File: config.mk
export PLATFORM = sky130hd
export DESIGN_NAME = ldm_seq
export DESIGN_NICKNAME = d
export VERILOG_FILES = /design/src/rtl/mld_pkg.sv /design/src/rtl/mld_decode.sv /design/src/rtl/mld_pick.sv /design/src/rtl/ldm_seq.sv
export SDC_FILE = /design/constraint.sdc
export NUM_CORES = 1
export LEC_CHECK = 0
export BUFFER_PORTS_ARGS = -buffer_cell sky130_fd_sc_hd__buf_4
export CORE_ASPECT_RATIO = 0.75
export CORE_UTILIZATION = 54
export CTS_CLUSTER_DIAMETER = 30
export DETAILED_ROUTE_END_ITERATION = 10
export GPL_ROUTABILITY_DRIVEN = 0
export PLACE_DENSITY = 0.95
export REMOVE_ABC_BUFFERS = 1
export SYNTH_ARGS = -nofsm -noshare
export SYNTH_HDL_FRONTEND = slang
export SYNTH_HIERARCHICAL = 1
export SYNTH_SLANG_ARGS = --single-unit
File: constraint.sdc
create_clock -name clk -period 4.65 [get_ports clk]
set_input_delay 0.465 -clock clk [delete_from_list [all_inputs] [get_ports clk]]
set_output_delay 0.465 -clock clk [all_outputs]
set_load 0.03 [all_outputs]
File: src/rtl/mld_pkg.sv
package mld_pkg;

    localparam int INSTR_W = 16;
    localparam int OPC_W   = 5;
    localparam logic [OPC_W-1:0] OPC_LDM = 5'b11001;

    typedef enum logic [1:0] {
        ST_IDLE = 2'd0,
        ST_LOAD = 2'd1,
        ST_WB   = 2'd2
    } mld_state_e;

endpackage

File: src/rtl/mld_decode.sv
module mld_decode
    import mld_pkg::*;
#(
    parameter int LIST_W = 8,
    localparam int IDX_W = $clog2(LIST_W)
) (
    input  logic [INSTR_W-1:0] instr,
    output logic               legal,
    output logic [IDX_W-1:0]   base,
    output logic [LIST_W-1:0]  list
);

    logic [OPC_W-1:0] opc;

    always_comb begin
        opc   = instr[INSTR_W-1 -: OPC_W];
        base  = instr[LIST_W +: IDX_W];
        list  = instr[LIST_W-1:0];
        // a load-multiple with nothing to load is refused
        legal = (opc == OPC_LDM) && (|list);
    end

endmodule

File: src/rtl/mld_pick.sv
module mld_pick #(
    parameter int W = 8,
    localparam int IW = $clog2(W)
) (
    input  logic [W-1:0]  mask,
    output logic          found,
    output logic [IW-1:0] idx,
    output logic [W-1:0]  rest
);

    localparam logic [W-1:0] ONE = W'(1);

    logic [W-1:0] lowest;

    always_comb begin
        found  = |mask;
        lowest = mask & (~mask + ONE);
        rest   = mask & (mask - ONE);
    end

    // one-hot to binary: bit b of the index is the OR of positions with bit b set
    for (genvar b = 0; b < IW; b++) begin : g_enc
        logic [W-1:0] grp;
        for (genvar i = 0; i < W; i++) begin : g_pos
            assign grp[i] = ((i >> b) & 1) != 0;
        end
        assign idx[b] = |(lowest & grp);
    end

endmodule

File: src/rtl/ldm_seq.sv
module ldm_seq
    import mld_pkg::*;
#(
    parameter int DATA_W = 32,
    parameter int LIST_W = 8,
    localparam int IDX_W = $clog2(LIST_W)
) (
    input  logic                 clk,
    input  logic                 rst_n,
    input  logic                 start,
    input  logic [INSTR_W-1:0]   instr,
    output logic [IDX_W-1:0]     rf_raddr,
    input  logic [DATA_W-1:0]    rf_rdata,
    output logic                 rf_we,
    output logic [IDX_W-1:0]     rf_waddr,
    output logic [DATA_W-1:0]    rf_wdata,
    output logic                 mem_req,
    output logic [DATA_W-1:0]    mem_addr,
    input  logic                 mem_rvalid,
    input  logic [DATA_W-1:0]    mem_rdata,
    output logic                 done,
    output logic                 illegal
);

    localparam logic [DATA_W-1:0] STEP = DATA_W'(DATA_W / 8);

    typedef struct packed {
        mld_state_e        st;
        logic [LIST_W-1:0] mask;
        logic [DATA_W-1:0] addr;
        logic [IDX_W-1:0]  base;
        logic              wb_en;
        logic              done;
        logic              illegal;
    } seq_t;

    seq_t s_d, s_q;

    logic              dec_legal;
    logic [IDX_W-1:0]  dec_base;
    logic [LIST_W-1:0] dec_list;
    logic              pk_found;
    logic [IDX_W-1:0]  pk_idx;
    logic [LIST_W-1:0] pk_rest;

    mld_decode #(.LIST_W(LIST_W)) u_dec (
        .instr (instr),
        .legal (dec_legal),
        .base  (dec_base),
        .list  (dec_list)
    );

    mld_pick #(.W(LIST_W)) u_pick (
        .mask  (s_q.mask),
        .found (pk_found),
        .idx   (pk_idx),
        .rest  (pk_rest)
    );

    assign rf_raddr = dec_base;
    assign done     = s_q.done;
    assign illegal  = s_q.illegal;

    always_comb begin
        s_d         = s_q;
        s_d.done    = 1'b0;
        s_d.illegal = 1'b0;
        rf_we       = 1'b0;
        rf_waddr    = '0;
        rf_wdata    = '0;
        mem_req     = 1'b0;
        mem_addr    = s_q.addr;

        case (s_q.st)
            ST_IDLE: begin
                if (start) begin
                    if (dec_legal) begin
                        s_d.st    = ST_LOAD;
                        s_d.mask  = dec_list;
                        s_d.addr  = rf_rdata;
                        s_d.base  = dec_base;
                        s_d.wb_en = !dec_list[dec_base];
                    end else begin
                        s_d.illegal = 1'b1;
                    end
                end
            end
            ST_LOAD: begin
                mem_req = pk_found;
                if (pk_found && mem_rvalid) begin
                    rf_we    = 1'b1;
                    rf_waddr = pk_idx;
                    rf_wdata = mem_rdata;
                    s_d.mask = pk_rest;
                    s_d.addr = s_q.addr + STEP;
                    if (pk_rest == '0) begin
                        if (s_q.wb_en) begin
                            s_d.st = ST_WB;
                        end else begin
                            s_d.st   = ST_IDLE;
                            s_d.done = 1'b1;
                        end
                    end
                end else if (!pk_found) begin
                    s_d.st = ST_IDLE;
                end
            end
            ST_WB: begin
                rf_we    = 1'b1;
                rf_waddr = s_q.base;
                rf_wdata = s_q.addr;
                s_d.st   = ST_IDLE;
                s_d.done = 1'b1;
            end
            default: s_d.st = ST_IDLE;
        endcase
    end

    always_ff @(posedge clk or negedge rst_n) begin
        if (!rst_n) begin
            s_q <= '{st: ST_IDLE, mask: '0, addr: '0, base: '0,
                     wb_en: 1'b0, done: 1'b0, illegal: 1'b0};
        end else begin
            s_q <= s_d;
        end
    end

endmodule

======== Yosys cells after proc, flatten, opt, wreduce, memory -nomap -nowiden ========
Cells that the tools add are included.
cells by class
  add/sub/neg operators ................... 3
  $lt $le $gt $ge ......................... 1
  equal/unequal tests ..................... 8
  mux-type cells .......................... 25
  multipliers ............................. 0
  bitwise logic cells ..................... 3
  shifts and indexed selects .............. 0
  reductions and logical operators ........ 14
  div/mod/pow operators ................... 0
operator list
  cell                                                        count
  two-way mux 46 bit                                          2
  case mux 40 bit (2 select lines)                            1
  case mux 32 bit (2 select lines)                            1
  two-way mux 40 bit                                          1
  adder 32 x 3 -> 32 bit, second input constant               1
  two-way mux 32 bit                                          1
  bitwise AND 8 bit                                           2
  OR reduction 8 bit                                          2
  OR reduction 4 bit                                          3
  two-way mux 1 bit                                           9
  adder 8 x 1 -> 8 bit, second input constant                 1
  logical NOT 8 bit                                           1
  two-way mux 2 bit                                           4
  NOT 8 bit                                                   1
  AND reduction 4 bit                                         2
  subtractor 8 x 1 -> 8 bit, second input constant            1
  != test 2 bit, second input constant                        3
  != test 3 bit, second input constant                        2
  case mux 3 bit (2 select lines)                             1
  == test 5 bit, second input constant                        1
  less-than comparator 3 x 4 -> 1 bit, second input constant  1
  case mux 1 bit (2 select lines)                             2
  case mux 2 bit (2 select lines)                             1
  binary-select mux 1 bit (select 3 bit)                      1
  other kinds (8)                                             9
word-level totals
  memories ................................ 0
  bits in read-only memories .............. 0
  RAM bits ................................ 0
  flip-flop bits (word level) ............. 48
  logic and storage cells ................. 61
  bits in latches ......................... 0
  output and inout bits ................... 74

======== Depth between registers and ports, before layout ========
  depth after elaboration ................. 6
  mapped depth ............................ 9
  depth with buffers taken out ............ 7

======== Modules after synthesis ========
The synthesis kept the hierarchy.
by module, submodules not included
  module      instances  cells an instance  area an instance (um^2)
  ldm_seq     1          484                3941.3
  mld_pick    1          23                 156.4
  mld_decode  1          16                 117.6

======== Worst setup path after synthesis ========
No wires, ideal clock.
  path type ............................... register to output
  start ................................... register s_q[40] (netlist name)
  end ..................................... output rf_wdata[0]
  cell stages (with the launch flop) ...... 9
  buffers on the path ..................... 2
  slack ................................... 2.027 ns
  data arrival time ....................... 2.158 ns
  cell sequence ........................... dfrtp_1 -> or4_4 -> nand2b_4 -> nand2b_1 -> and3_1 -> clkbuf_1 -> clkbuf_1 -> a22oi_1 -> nor2b_1
between the ends
  cells in the longest elaborated chain, start to end .. 4
ends and longest elaborated chain
  element                           line            text
  start: declaration                ldm_seq.sv:37   seq_t s_d, s_q;
  start signal: assignment          ldm_seq.sv:121  s_q <= '{st: ST_IDLE, mask: '0, addr: '0, base: '0,
  OR reduction 8 bit                mld_pick.sv:16  found = |mask;
  net pk_found                      ldm_seq.sv:42   logic pk_found;
  logical AND 1 bit                 ldm_seq.sv:90   if (pk_found && mem_rvalid) begin
  two-way mux 32 bit                ldm_seq.sv:90
  case mux 32 bit (2 select lines)  ldm_seq.sv:74   case (s_q.st)
  end: declaration                  ldm_seq.sv:16   output logic [DATA_W-1:0] rf_wdata,
The timed path passes the listed nets, and every way through them passes these cells.

======== Final worst setup path ========
  start ................................... register s_q[47] (netlist name)
  end ..................................... output rf_wdata[14]
between the ends
  cells in the longest elaborated chain, start to end .. 2
  elaborated cells between the ends (all ways) .. 3
  classes of those cells .................. 2 x eq/ne; 1 x mux
ends and longest elaborated chain
  element                                                  line
  == test 2 bit or == test 2 x 1 -> 1 bit (tied branches)  ldm_seq.sv:74
  case mux 32 bit (2 select lines) (*)                     ldm_seq.sv:74
Every way passes the cells marked *; elsewhere a longest branch is shown, timed or not.

==> reports/metrics.cfg <==
[power_and_ir_drop]
ir_worst_vdd_mv = 0.353
power_density_nw_per_um2 = 598
p_leak_nw = 2.17

[global_route]
antenna_found_initial = 0
grt_overflow = 0
grt_usage_pct = 32.2
global_route.usage.met3_pct = 5.15
busiest_layer = met2
grt_pass1_wl_mm = 21.1
grt_max_degree = 49
grt_util_met1_pct = 42.5
grt_pass1_vias = 4299
global_route.usage.met2_pct = 53.5

[routing]
drc_errors = 0
vias = 4649
wirelength_mm = 13.4
viasPerCell = 6.54
ant_nets = 0
first_iter_violations = 577
wl_per_cell_um = 18.8
first_pass_iters = 6

[cts]
cts_buffers = 5
postCtsSetupBuffers = 0
cts_tree = built
clk_path_buf_depth = 2
clockRootBuffer = clkbuf_8
post_cts_resized = 0
cts_sinks = 48
clock_latency_ns = 0.32
cts_hold_buffers = 0
htree_levels = 2
path_clk_slew_ns = 0.10

[die]
die_w_um = 104
core_sq_um = 7430
die_area_sq_um = 8170
die_y_um = 78.5
num_rows = 27
start_util_pct = 56.7
ios = 158

[timing]
whs_ns = 0.169
worstMarginPinSlew_ns = 1.06
layout_worst_path_cycle_share_pct = 75.7
maxSlewHeadroom_pct = 29.4
skew_ns = 0.00988
setup_viol = 0
period_minus_slack_ns = 3.52
rsz0062_at_grt = false
final_hold_viol_count = 0
clock.fmax_mhz = 284
drv_slew = 0
setup_tns_ns = 0

[critical_path]
crit_path_start_kind = flip-flop
critPathTopFamily = simple AND/OR/NAND/NOR gates
ff2ff_path_depth = 9
crit_fanout = 23
path_buf_inv = 3
path_depth = 7
crit_chain = inv_1, ha_1, and3_1, buf_4, a22oi_1, nor2b_1, buf_4
cp.arrival_ns = 3.06
r2r_slack_ns = 1.39
cp_common_cell = buf_4
cp_slowest_stage_delay_ns = 0.86
crit_required_ns = 4.18
end_kind = output port
worst_path_max_delay_cell = and3_1
critPathKind = reg -> out

[place]
port-buffer-count = 157
place_hpwl_mm = 9.28

[final_layout]
fillers = 595
antenna_cells = 0
multi_input_area_sq_um = 2470
drive_gt1_share_pct = 31.3
layout_common_cells = buf_4, dfrtp_1, a22oi_1
areaGrowthSynthToFinish_pct = 23.4
nNetsFinal = 697
final_common_cell = buf_4
seq_area_sq_um = 1200

[synthesis]
syn-mean-instance-area_sq_um = 8.06
synth_edf_count = 0
synthArstFlopShare_pct = 100
netlist_area_sq_um = 4220
yosysSeqAreaShare_pct = 28.5
netlist-cell-type-count = 67
syn-instance-count = 523
ys_ff_latch = 48
ys.flop_type = dfrtp_1
ys_warn_count = 6

[worst_hold_path]
hold_class = in -> async

[outcome]
status = finished clean

[flow_run]
cap_viol_max_count = 0

==> worst register-to-register path, cell delays in order (launching register included) <==
cell      delay, ns
dfrtp_1        0.46
or4_4          0.59
nand2b_4       0.17
nand2b_1       0.21
a21boi_2       0.16
buf_4          0.25
or3_1          0.60
buf_4          0.40
o311ai_1       0.16
a21o_1         0.18
==> power breakdown <==
| part | internal [mW] | leakage (nW) | switching, mW | total, mW |
|---|---|---|---|---|
| Sequential | 0.597 | 0.589 | 0.335 | 0.932 |
| Clock | 0.176 | 0.0614 | 0.159 | 0.335 |
| Combinational | 0.709 | 1.52 | 1.14 | 1.85 |
==> routing by layer <==
metal	vias to the layer above	part of all wire, %	routed length, um
li1	2087	-	-
met1	2182	40	5350
met2	343	47	6280
met3	37	11	1450
met4	0	2.3	307
met5	-	0	0
==> cell families after synthesis <==
group / share of synthesized area (%)
AOI/OAI and AO/OA: 24.0
muxes: 2.61
DFF: 28.5
buffers and inverters: 12.8
other: 0.0890
and+or+nand+nor: 30.8
adders and majority gates: 1.19
==> registers in the layout (all words and copies together) (netlist names) <==
register / cells
done: 1
s_q: 14
illegal: 1
mem_addr: 32
==> worst paths after layout <==
check	start	to
worst max-delay path	s_q[47]	rf_wdata[14]
worst min register to register	s_q[4]	s_q[4]
min in group clk	rf_rdata[12]	mem_addr[12]
worst min-delay path	rst_n	mem_addr[27]
worst max register to register	s_q[40]	mem_addr[13]
max in group asynchronous	rst_n	mem_addr[18]
==> cells in the mapped netlist, types with 5 or more instances <==
master / count / share of area, %
nand2b_1: 5 / 0.74
nor2_1: 30 / 2.7
a21oi_1: 15 / 1.8
a211oi_1: 5 / 0.89
a21o_1: 5 / 0.89
o21a_1: 5 / 0.89
o311ai_1: 6 / 1.2
and3_1: 6 / 0.89
o21ai_1: 9 / 1.1
clkbuf_1: 27 / 2.4
o21ai_0: 8 / 0.95
a22oi_1: 42 / 7.5
nor2b_1: 37 / 5.5
nand2_1: 33 / 2.9
inv_1: 9 / 0.80
nor4_1: 21 / 3.1
nor3_1: 8 / 0.95
dfrtp_1: 48 / 28
buf_1: 6 / 0.53
nand3_1: 28 / 3.3
buf_4: 45 / 8.0
a221oi_1: 10 / 2.1
nand4_1: 16 / 2.4
and2_1: 13 / 1.9
buf_2: 9 / 1.1
==> stage by stage <==
stage | worst slack [ns] | power (mW) | cells | area, sq um | util, %
after floorplan | 1.44 | 2.03 | 436 | 3710 | -
after global placement | 1.59 | 2.65 | 703 | 5080 | 68.4
after detailed placement | 1.47 | 2.73 | 703 | 5080 | 68.4
after CTS | 1.17 | 3.07 | 711 | 5200 | 70.0
after global routing | 0.960 | 3.29 | 711 | 5200 | 70.0
final | 1.13 | 3.11 | 711 | 5200 | 70.0
==> area by class of cell <==
type                       count  area share (%)
clock inverter                 2           0.746
sequential                    48            23.1
clock buffer                   6            1.59
tap                          101            2.43
multi-input combinational    379            47.5
timing repair buffer         166            24.0
inverter                       9           0.649
No activity file was read; power rests on OpenSTA's default activity.
